**config.mk**
```make
export PLATFORM = sky130hd
export DESIGN_NAME = sysreg_trap_arb
export DESIGN_NICKNAME = d
export VERILOG_FILES = /design/src/rtl/sysreg_trap_pkg.sv /design/src/rtl/sysreg_enc_match.sv /design/src/rtl/sysreg_trap_eval.sv /design/src/rtl/sysreg_resp_reg.sv /design/src/rtl/sysreg_trap_arb.sv
export SDC_FILE = /design/constraint.sdc
export NUM_CORES = 1
export LEC_CHECK = 0
export BUFFER_PORTS_ARGS = -buffer_cell sky130_fd_sc_hd__buf_4
export CORE_UTILIZATION = 38
export DETAILED_ROUTE_END_ITERATION = 7
export PLACE_DENSITY = 0.82
export SYNTH_ARGS = -nofsm -noshare
export SYNTH_HDL_FRONTEND = slang
export SYNTH_SLANG_ARGS = --single-unit
```
**constraint.sdc**
```tcl
create_clock -name clk_i -period 1.13 [get_ports clk_i]
set_input_delay 0.113 -clock clk_i [delete_from_list [all_inputs] [get_ports clk_i]]
set_output_delay 0.113 -clock clk_i [all_outputs]
set_load 0.005 [all_outputs]
```
**src/rtl/sysreg_trap_pkg.sv**
```systemverilog
package sysreg_trap_pkg;
  localparam int unsigned OUT_W = 5;
  localparam int unsigned EC_W  = 6;

  typedef enum logic [2:0] {
    RES_PERMIT = 3'd0,
    RES_UNDEF  = 3'd1,
    RES_TRAP1  = 3'd2,
    RES_TRAP2  = 3'd3,
    RES_TRAP3  = 3'd4
  } res_e;

  typedef struct packed {
    logic halted;
    logic sec_dbg_dis;
    logic el3_present;
    logic el2_enabled;
    logic user_acc_en;
    logic host_route;
    logic host_mode;
    logic fg_enable;
    logic fg_trap;
    logic el2_cnt_trap;
    logic el3_cnt_trap;
    logic undef_prio;
  } ctl_t;
endpackage

```
**src/rtl/sysreg_enc_match.sv**
```systemverilog
module sysreg_enc_match #(
  parameter logic [1:0] OP0 = 2'b11,
  parameter logic [2:0] OP1 = 3'b011,
  parameter logic [3:0] CRN = 4'b1001,
  parameter logic [3:0] CRM = 4'b1100,
  parameter logic [2:0] OP2 = 3'b010
) (
  input  logic [1:0] op0_i,
  input  logic [2:0] op1_i,
  input  logic [3:0] crn_i,
  input  logic [3:0] crm_i,
  input  logic [2:0] op2_i,
  output logic       hit_o
);
  assign hit_o = (op0_i == OP0) && (op1_i == OP1) && (crn_i == CRN) &&
                 (crm_i == CRM) && (op2_i == OP2);
endmodule

```
**src/rtl/sysreg_trap_eval.sv**
```systemverilog
module sysreg_trap_eval
  import sysreg_trap_pkg::*;
(
  input  logic [1:0] el_i,
  input  ctl_t       ctl_i,
  output res_e       res_o
);
  res_e el3_path;
  logic early_undef;
  logic fg_gate;

  // halted with secure debug disabled converts an EL3 trap to undefined
  assign el3_path    = (ctl_i.halted && ctl_i.sec_dbg_dis) ? RES_UNDEF : RES_TRAP3;
  assign early_undef = ctl_i.halted && ctl_i.el3_present && ctl_i.sec_dbg_dis &&
                       ctl_i.undef_prio && ctl_i.el3_cnt_trap;
  assign fg_gate     = ctl_i.el2_enabled && (!ctl_i.el3_present || ctl_i.fg_enable) &&
                       ctl_i.fg_trap;

  always_comb begin
    res_o = RES_PERMIT;
    unique case (el_i)
      2'd3: res_o = RES_PERMIT;
      2'd2: begin
        if (early_undef) res_o = RES_UNDEF;
        else if (ctl_i.el3_present && ctl_i.el3_cnt_trap) res_o = el3_path;
      end
      2'd1: begin
        if (early_undef) res_o = RES_UNDEF;
        else if (fg_gate) res_o = RES_TRAP2;
        else if (ctl_i.el2_enabled && ctl_i.el2_cnt_trap) res_o = RES_TRAP2;
        else if (ctl_i.el3_present && ctl_i.el3_cnt_trap) res_o = el3_path;
      end
      default: begin
        if (early_undef) res_o = RES_UNDEF;
        else if (!ctl_i.user_acc_en)
          res_o = (ctl_i.el2_enabled && ctl_i.host_route) ? RES_TRAP2 : RES_TRAP1;
        else if (fg_gate && !(ctl_i.host_mode && ctl_i.host_route)) res_o = RES_TRAP2;
        else if (ctl_i.el2_enabled && ctl_i.el2_cnt_trap) res_o = RES_TRAP2;
        else if (ctl_i.el3_present && ctl_i.el3_cnt_trap) res_o = el3_path;
      end
    endcase
  end
endmodule

```
**src/rtl/sysreg_resp_reg.sv**
```systemverilog
module sysreg_resp_reg
  import sysreg_trap_pkg::*;
#(
  parameter logic [EC_W-1:0] TRAP_EC = 6'h18
) (
  input  logic             clk_i,
  input  logic             rst_ni,
  input  logic             req_valid_i,
  input  logic             hit_i,
  input  res_e             res_i,
  output logic             resp_valid_o,
  output logic             no_match_o,
  output logic [OUT_W-1:0] outcome_o,
  output logic [EC_W-1:0]  syndrome_ec_o
);
  logic [OUT_W-1:0] oh_d;
  logic             is_trap;

  always_comb begin
    oh_d = '0;
    if (hit_i) oh_d[res_i] = 1'b1;
  end
  assign is_trap = hit_i && (res_i inside {RES_TRAP1, RES_TRAP2, RES_TRAP3});

  always_ff @(posedge clk_i or negedge rst_ni) begin
    if (!rst_ni) begin
      resp_valid_o  <= 1'b0;
      no_match_o    <= 1'b0;
      outcome_o     <= '0;
      syndrome_ec_o <= '0;
    end else begin
      resp_valid_o  <= req_valid_i;
      no_match_o    <= req_valid_i && !hit_i;
      outcome_o     <= req_valid_i ? oh_d : '0;
      syndrome_ec_o <= (req_valid_i && is_trap) ? TRAP_EC : '0;
    end
  end
endmodule

```
**src/rtl/sysreg_trap_arb.sv**
```systemverilog
module sysreg_trap_arb
  import sysreg_trap_pkg::*;
#(
  parameter logic [EC_W-1:0] TRAP_EC = 6'h18
) (
  input  logic             clk_i,
  input  logic             rst_ni,
  input  logic             req_valid_i,
  input  logic             req_write_i,
  input  logic [1:0]       op0_i,
  input  logic [2:0]       op1_i,
  input  logic [3:0]       crn_i,
  input  logic [3:0]       crm_i,
  input  logic [2:0]       op2_i,
  input  logic [1:0]       cur_el_i,
  input  logic             halted_i,
  input  logic             sec_dbg_dis_i,
  input  logic             el3_present_i,
  input  logic             el2_enabled_i,
  input  logic             user_acc_en_i,
  input  logic             host_route_i,
  input  logic             host_mode_i,
  input  logic             fg_enable_i,
  input  logic             fg_rd_trap_i,
  input  logic             fg_wr_trap_i,
  input  logic             el2_cnt_trap_i,
  input  logic             el3_cnt_trap_i,
  input  logic             undef_prio_i,
  output logic             resp_valid_o,
  output logic             no_match_o,
  output logic [OUT_W-1:0] outcome_o,
  output logic [EC_W-1:0]  syndrome_ec_o
);
  logic hit;
  ctl_t ctl;
  res_e res;

  assign ctl = '{
    halted:       halted_i,
    sec_dbg_dis:  sec_dbg_dis_i,
    el3_present:  el3_present_i,
    el2_enabled:  el2_enabled_i,
    user_acc_en:  user_acc_en_i,
    host_route:   host_route_i,
    host_mode:    host_mode_i,
    fg_enable:    fg_enable_i,
    fg_trap:      req_write_i ? fg_wr_trap_i : fg_rd_trap_i,
    el2_cnt_trap: el2_cnt_trap_i,
    el3_cnt_trap: el3_cnt_trap_i,
    undef_prio:   undef_prio_i
  };

  sysreg_enc_match u_match (
    .op0_i(op0_i), .op1_i(op1_i), .crn_i(crn_i), .crm_i(crm_i), .op2_i(op2_i),
    .hit_o(hit)
  );

  sysreg_trap_eval u_eval (
    .el_i(cur_el_i), .ctl_i(ctl), .res_o(res)
  );

  sysreg_resp_reg #(.TRAP_EC(TRAP_EC)) u_resp (
    .clk_i(clk_i), .rst_ni(rst_ni), .req_valid_i(req_valid_i), .hit_i(hit),
    .res_i(res), .resp_valid_o(resp_valid_o), .no_match_o(no_match_o),
    .outcome_o(outcome_o), .syndrome_ec_o(syndrome_ec_o)
  );
endmodule

```
==> results.toml, run 1 <==
[die]
floorplan.initialDensity_pct = 40.6
i_o_pin_cnt = 48
die-height_microns = 39.3
floorplan.core_area_sq_mm = 0.00130
std_cell_rows = 13
fp.dieW_microns = 39.3
die-area_sq_mm = 0.00154

[global_routing]
grt.met3_usage_pct = 1.70
gr-max-usage-layer = "met2"
groute.layer.met2.usage_pct = 40.4
grt_max_degree = 9
gr_overflow_total = 0
grt_first_pass_wirelength_mm = 2.24
grt_antenna_before_repair = 0
grt_util_all_layers_pct = 21.4
grtUsageMet1_pct = 22.6
number_of_global_route_vias_before_repair = 578

[setup_path]
timing_worst_setup_path_type = "input pin to register"
startpoint_type = "input pin"
endpoint_kind = "register"
required_ns = 1.27
cp_max_fo = 3
crit_arrival_ns = 1.27

[synthesis]
ys_top_cells_by_count = "dfrtp_1, nand2_1, buf_4, inv_1"
synth_xor_area_share_pct = 0
synthesis.instances = 57
share_of_the_synthesized_area_in_compound_gates_ao_oa_aoi_oai_pct = 19.4
ys_top_cells_by_area = "dfrtp_1, buf_4, nand2_1, nand4b_1, nor4b_1"
yosysTopAreaCell = "dfrtp_1"
post_synth_mux_area_share_pct = 1.90
post_synth_adder_cell_area_pct = 0
synth_flop_cell = "dfrtp_1"
synth_top_cell_area_share_pct = 37.9
synth_top_family_by_area = "simple AND/OR/NAND/NOR gates"
portion_of_the_post_synthesis_area_used_by_sequential_elements_pct = 37.9
yosysWarnings = 0
synth_most_common_cell = "dfrtp_1"
synth-edff-count = 0
synthDistinctLibCells = 27
netlist_area_sq_um = 528
synth.ff_latch_count = 8
syn_avg_cell_area_sq_um = 9.26
synthSimpleGateAreaFrac_pct = 29.4
postSynth.asyncResetShare_pct = 100

[cells_and_area]
layout_cells_sized_above_1_pct = 60.4
nFillCells = 95
layout.cell_area.non_filler_sq_mm = 0.00101
flow.area_growth_from_synthesis_pct = 90.5
antenna_cells = 0
finish.net_count = 148
final_core_util_pct = 77.3
multi_input_comb_area_sq_um = 335
layout.area.seq_sq_um = 200

[drt]
firstDrtPassIters = 3
first_iter_violations = 6
post_drt_wl_per_cell_microns = 13.1
via_count = 661
detail_route.drc_violations = 0
routed_via_density = 5.25
wl_mm = 1.66
antenna_nets_post_route = 0

[pwr]
leakage_nw = 0.496
power_per_cell_area_mw_per_mm2 = 734
power.total_uw = 738
vdd.ir_drop.worst_uv = 334

[clock_tree]
cts-htree-levels = 1
clock-root-buffer = "clkbuf_4"
post-cts-setup-buffer-count = 0
tritoncts = "done"
clock_path_buffers = 2
numCtsBuffers = 3
clock_sink_count = 8
clk_pin_slew_worst_setup_hold_paths_ns = 0.05

[sta]
setup_viol = 1
max_transition_viols_final = 0
rsz0062_at_grt = "true"
fmax_mhz = 882
hold_viol_final = 0
period_share_pct = 100
fin_hold_ws_ns = 0.222
finalSetupTns_ns = -0.00330
period_needed_ns = 1.13
setup_ws_ns = -0.00330

[placement]
dp.final_hpwl_mm = 1.29
port-buffer-count = 43
routabilityCongestion = 0.782
post_dp_cell_area_sq_um = 908

[worst_hold_path]
hp-class = "input pin to asynchronous set/reset pin"

[outcome]
violations = "setup timing"
result_of_the_run = "finished with violations"

[run]
cap_viol_max_count = 0
-- path summary, 6_finish.rpt --
path	cells past startpoint	end	start	slack [ns]
min in group clk_i	4	u_resp.outcome_o[2]$_DFF_PN0_	user_acc_en_i	0.28
setup / recovery	6	u_resp.syndrome_ec_o[3]$_DFF_PN0_	req_write_i	-0.003
hold / removal	2	u_resp.outcome_o[3]$_DFF_PN0_	rst_ni	0.22
max in group asynchronous	2	u_resp.outcome_o[2]$_DFF_PN0_	rst_ni	0.79
-- stage by stage --
step           instances  worst slack [ns]
6_report             126          -0.00330
5_1_grt              126           -0.0437
4_1_cts              126          -0.00683
3_5_place_dp         121            -0.295
3_3_place_gp         121            -0.225
2_1_floorplan         60           -0.0378
-- metal layers --
layer,routed length [microns],part of all wire (%)
met1,593,36
met2,909,55
met3,109,6.6
met4,44,2.7
met5,0,0
-- sequential cells by signal, indices dropped and copies added, names as in the netlist --
signal / cells
u_resp.syndrome_ec_o: 1
u_resp.resp_valid_o: 1
u_resp.no_match_o: 1
u_resp.outcome_o: 5
-- worst max-delay path, stage by stage --
cell	delay, ns
buf_8	0.10
mux2i_4	0.18
or3_4	0.37
o2111ai_1	0.15
a221o_1	0.27
a21oi_1	0.08
-- where the power goes --
group	internal, mW	switching [mW]	leakage, nW
clock network	0.121	0.0922	0.0138
logic	0.141	0.0919	0.375
registers	0.291	0.00110	0.107
total	0.553	0.185	0.496
-- kinds of logic after synthesis --
group | Yosys count
and+or+nand+nor | 24
AOI/OAI and AO/OA | 13
buffers and inverters | 10
DFF | 8
muxes | 1
other | 1
-- repair_timing --
action,4_1_cts,5_1_grt
pin swaps,2,1
endpoints found under the hold margin,9,0
gates resized for setup,2,11
hold buffers,2,0
cloned,0,0
endpoints found under the setup margin,3,6
-- layout make-up --
cell class | count | area share (%)
multi-input cells | 42 | 33.3
inverters | 5 | 1.87
flip-flops and latches | 8 | 19.9
well taps | 15 | 1.87
clock buffers | 3 | 2.24
repair buffers | 53 | 40.8
-- layout by cell type (no fill, tap or decap), types with 3 or more instances in the layout --
cell type | Yosys | layout
inv_1 | 4 | 4
clkbuf_4 | 0 | 3
nand2_1 | 6 | 5
dfrtp_1 | 8 | 8
conb_1 | 1 | 4
buf_4 | 5 | 50
(Power assumes the default switching activity.)
==> run 2: changes to the inputs <==
Settings changed: CORE_UTILIZATION 38 to 35, PLACE_DENSITY 0.82 to 0.76.
Clock period 1.13 ns to 1.1 ns, I/O delays scaled along.
==> run 2 against run 1 <==
  * The flow still finishes with violations (setup timing)
  * Critical path depth is the same
  * Hold slack lost 0.016 ns
  * Final cell count grew 0.79%
  * Sequential power grew 3%
  * Clock power is essentially flat
  * Die area grew 8.1%
  * Total power grew 3.4%
  * Via count shrank 2.6%
  * Largest power group unchanged
  * Highest routed layer unchanged
==> results.toml, run 2 (synthesis results as in run 1) <==
[setup_path]
critical_path.startpoint = "req_write_i"
required_ns = 1.29
startpoint_type = "input pin"
crit_arrival_ns = 1.35
cp_max_fo = 4
timing_worst_setup_path_type = "input pin to register"
endpoint_kind = "register"

[drt]
detail_route.drc_violations = 0
post_drt_wl_per_cell_microns = 13.0
firstDrtPassIters = 4
antenna_nets_post_route = 0
wl_mm = 1.65
first_iter_violations = 5
routed_via_density = 5.07
via_count = 644

[pwr]
power_per_cell_area_mw_per_mm2 = 755
leakage_nw = 0.514
vdd.ir_drop.worst_uv = 328
power.total_uw = 763

[clock_tree]
clock_sink_count = 8
clock_path_buffers = 2
numCtsBuffers = 3
clock-root-buffer = "clkbuf_4"
tritoncts = "done"
cts-htree-levels = 1
clk_pin_slew_worst_setup_hold_paths_ns = 0.05

[cells_and_area]
largest_register_ff_count = 5
layout_common_cells = "buf_4, dfrtp_1, nand2_1"
layout_commonest_cell = "buf_4"
antenna_cells = 0
final-instance-count-excl-fill = 127
biggest_register = "u_resp.outcome_o"
layout_cells_sized_above_1_pct = 57.1
flow.area_growth_from_synthesis_pct = 91.5
finish.net_count = 149

[placement]
port-buffer-count = 43
dp.final_hpwl_mm = 1.24
placed_cells = 121
routabilityCongestion = 0.811

[global_routing]
gr_overflow_total = 0
grt_first_pass_wirelength_mm = 2.13
grt_antenna_before_repair = 0
number_of_global_route_vias_before_repair = 533
groute.layer.met2.usage_pct = 34.8
grtUsageMet1_pct = 20.5
grt_util_all_layers_pct = 19.8
grt.met3_usage_pct = 4.35
gr-max-usage-layer = "met2"
grt_max_degree = 9

[die]
i_o_pin_cnt = 48
floorplan.initialDensity_pct = 39.1
die-area_sq_mm = 0.00167
floorplan.core_area_sq_mm = 0.00135
fp.dieW_microns = 40.8
die-height_microns = 40.8
std_cell_rows = 13

[sta]
fin_hold_ws_ns = 0.205
period_needed_ns = 1.16
rsz0062_at_grt = "true"
setup_ws_ns = -0.0598
hold_viol_final = 0
fmax_mhz = 862
max_transition_viols_final = 0
period_share_pct = 105
setup_viol = 3

[outcome]
violations = "setup timing"
result_of_the_run = "finished with violations"

[worst_hold_path]
hp-class = "input pin to asynchronous set/reset pin"

[run]
cap_viol_max_count = 0
-- run 2: changes by cell type in the layout (fill, tap and decap cells not counted), sizes merged --
cell / before / now
buf: 51 / 52
-- run 2: timing repair --
action                                  CTS  global route
hold buffers                              2             0
endpoints found under the setup margin    5             6
pin swaps                                 2             4
hold endpoints to repair                  9             0
setup buffers                             1             0
gates resized for setup                   2             7
-- run 2: metrics by stage --
stage | setup slack, ns | util (%) | setup TNS [ns] | area [sq um]
after global placement | -0.255 | 67.3 | -1.32 | 908
after CTS | -0.0109 | 71.7 | -0.0109 | 968
after detailed placement | -0.323 | 67.3 | -1.63 | 908
final | -0.0598 | 74.9 | -0.0651 | 1010
after floorplan | -0.0648 | - | -0.233 | 544
after global routing | -0.0969 | 74.9 | -0.382 | 1010
-- run 2: critical path, stage by stage --
cell      delay [ns]
buf_8           0.10
mux2i_4         0.18
or3_4           0.41
o221ai_4        0.17
and2_4          0.20
and4_1          0.17
-- run 2: per-layer routing --
metal  wire [microns]  part of all wire [%]
met1              598                    36
met2              893                    54
met3               88                   5.3
met4               73                   4.4
met5                0                     0
-- run 2: final cells by class --
cell class                      instances  area [sq um]
Timing Repair Buffer                   54           418
Fill cell                             108           339
Multi-Input combinational cell         42           333
Sequential cell                         8           200
Clock buffer                            3          22.5
Inverter                                5          18.8
Tap cell                               15          18.8
-- run 2: worst paths after layout --
check / end / slack, ns
setup / recovery: u_resp.outcome_o[3]$_DFF_PN0_ / -0.06
hold / removal: u_resp.outcome_o[1]$_DFF_PN0_ / 0.21
max in group asynchronous: u_resp.no_match_o$_DFF_PN0_ / 0.77
min in group clk_i: u_resp.no_match_o$_DFF_PN0_ / 0.26
-- run 2: power breakdown --
| part | switching, mW | internal [mW] | leakage (nW) |
|---|---|---|---|
| logic | 0.0944 | 0.153 | 0.393 |
| registers | 0.000898 | 0.299 | 0.107 |
| clock network | 0.0920 | 0.124 | 0.0138 |
| total | 0.187 | 0.576 | 0.514 |
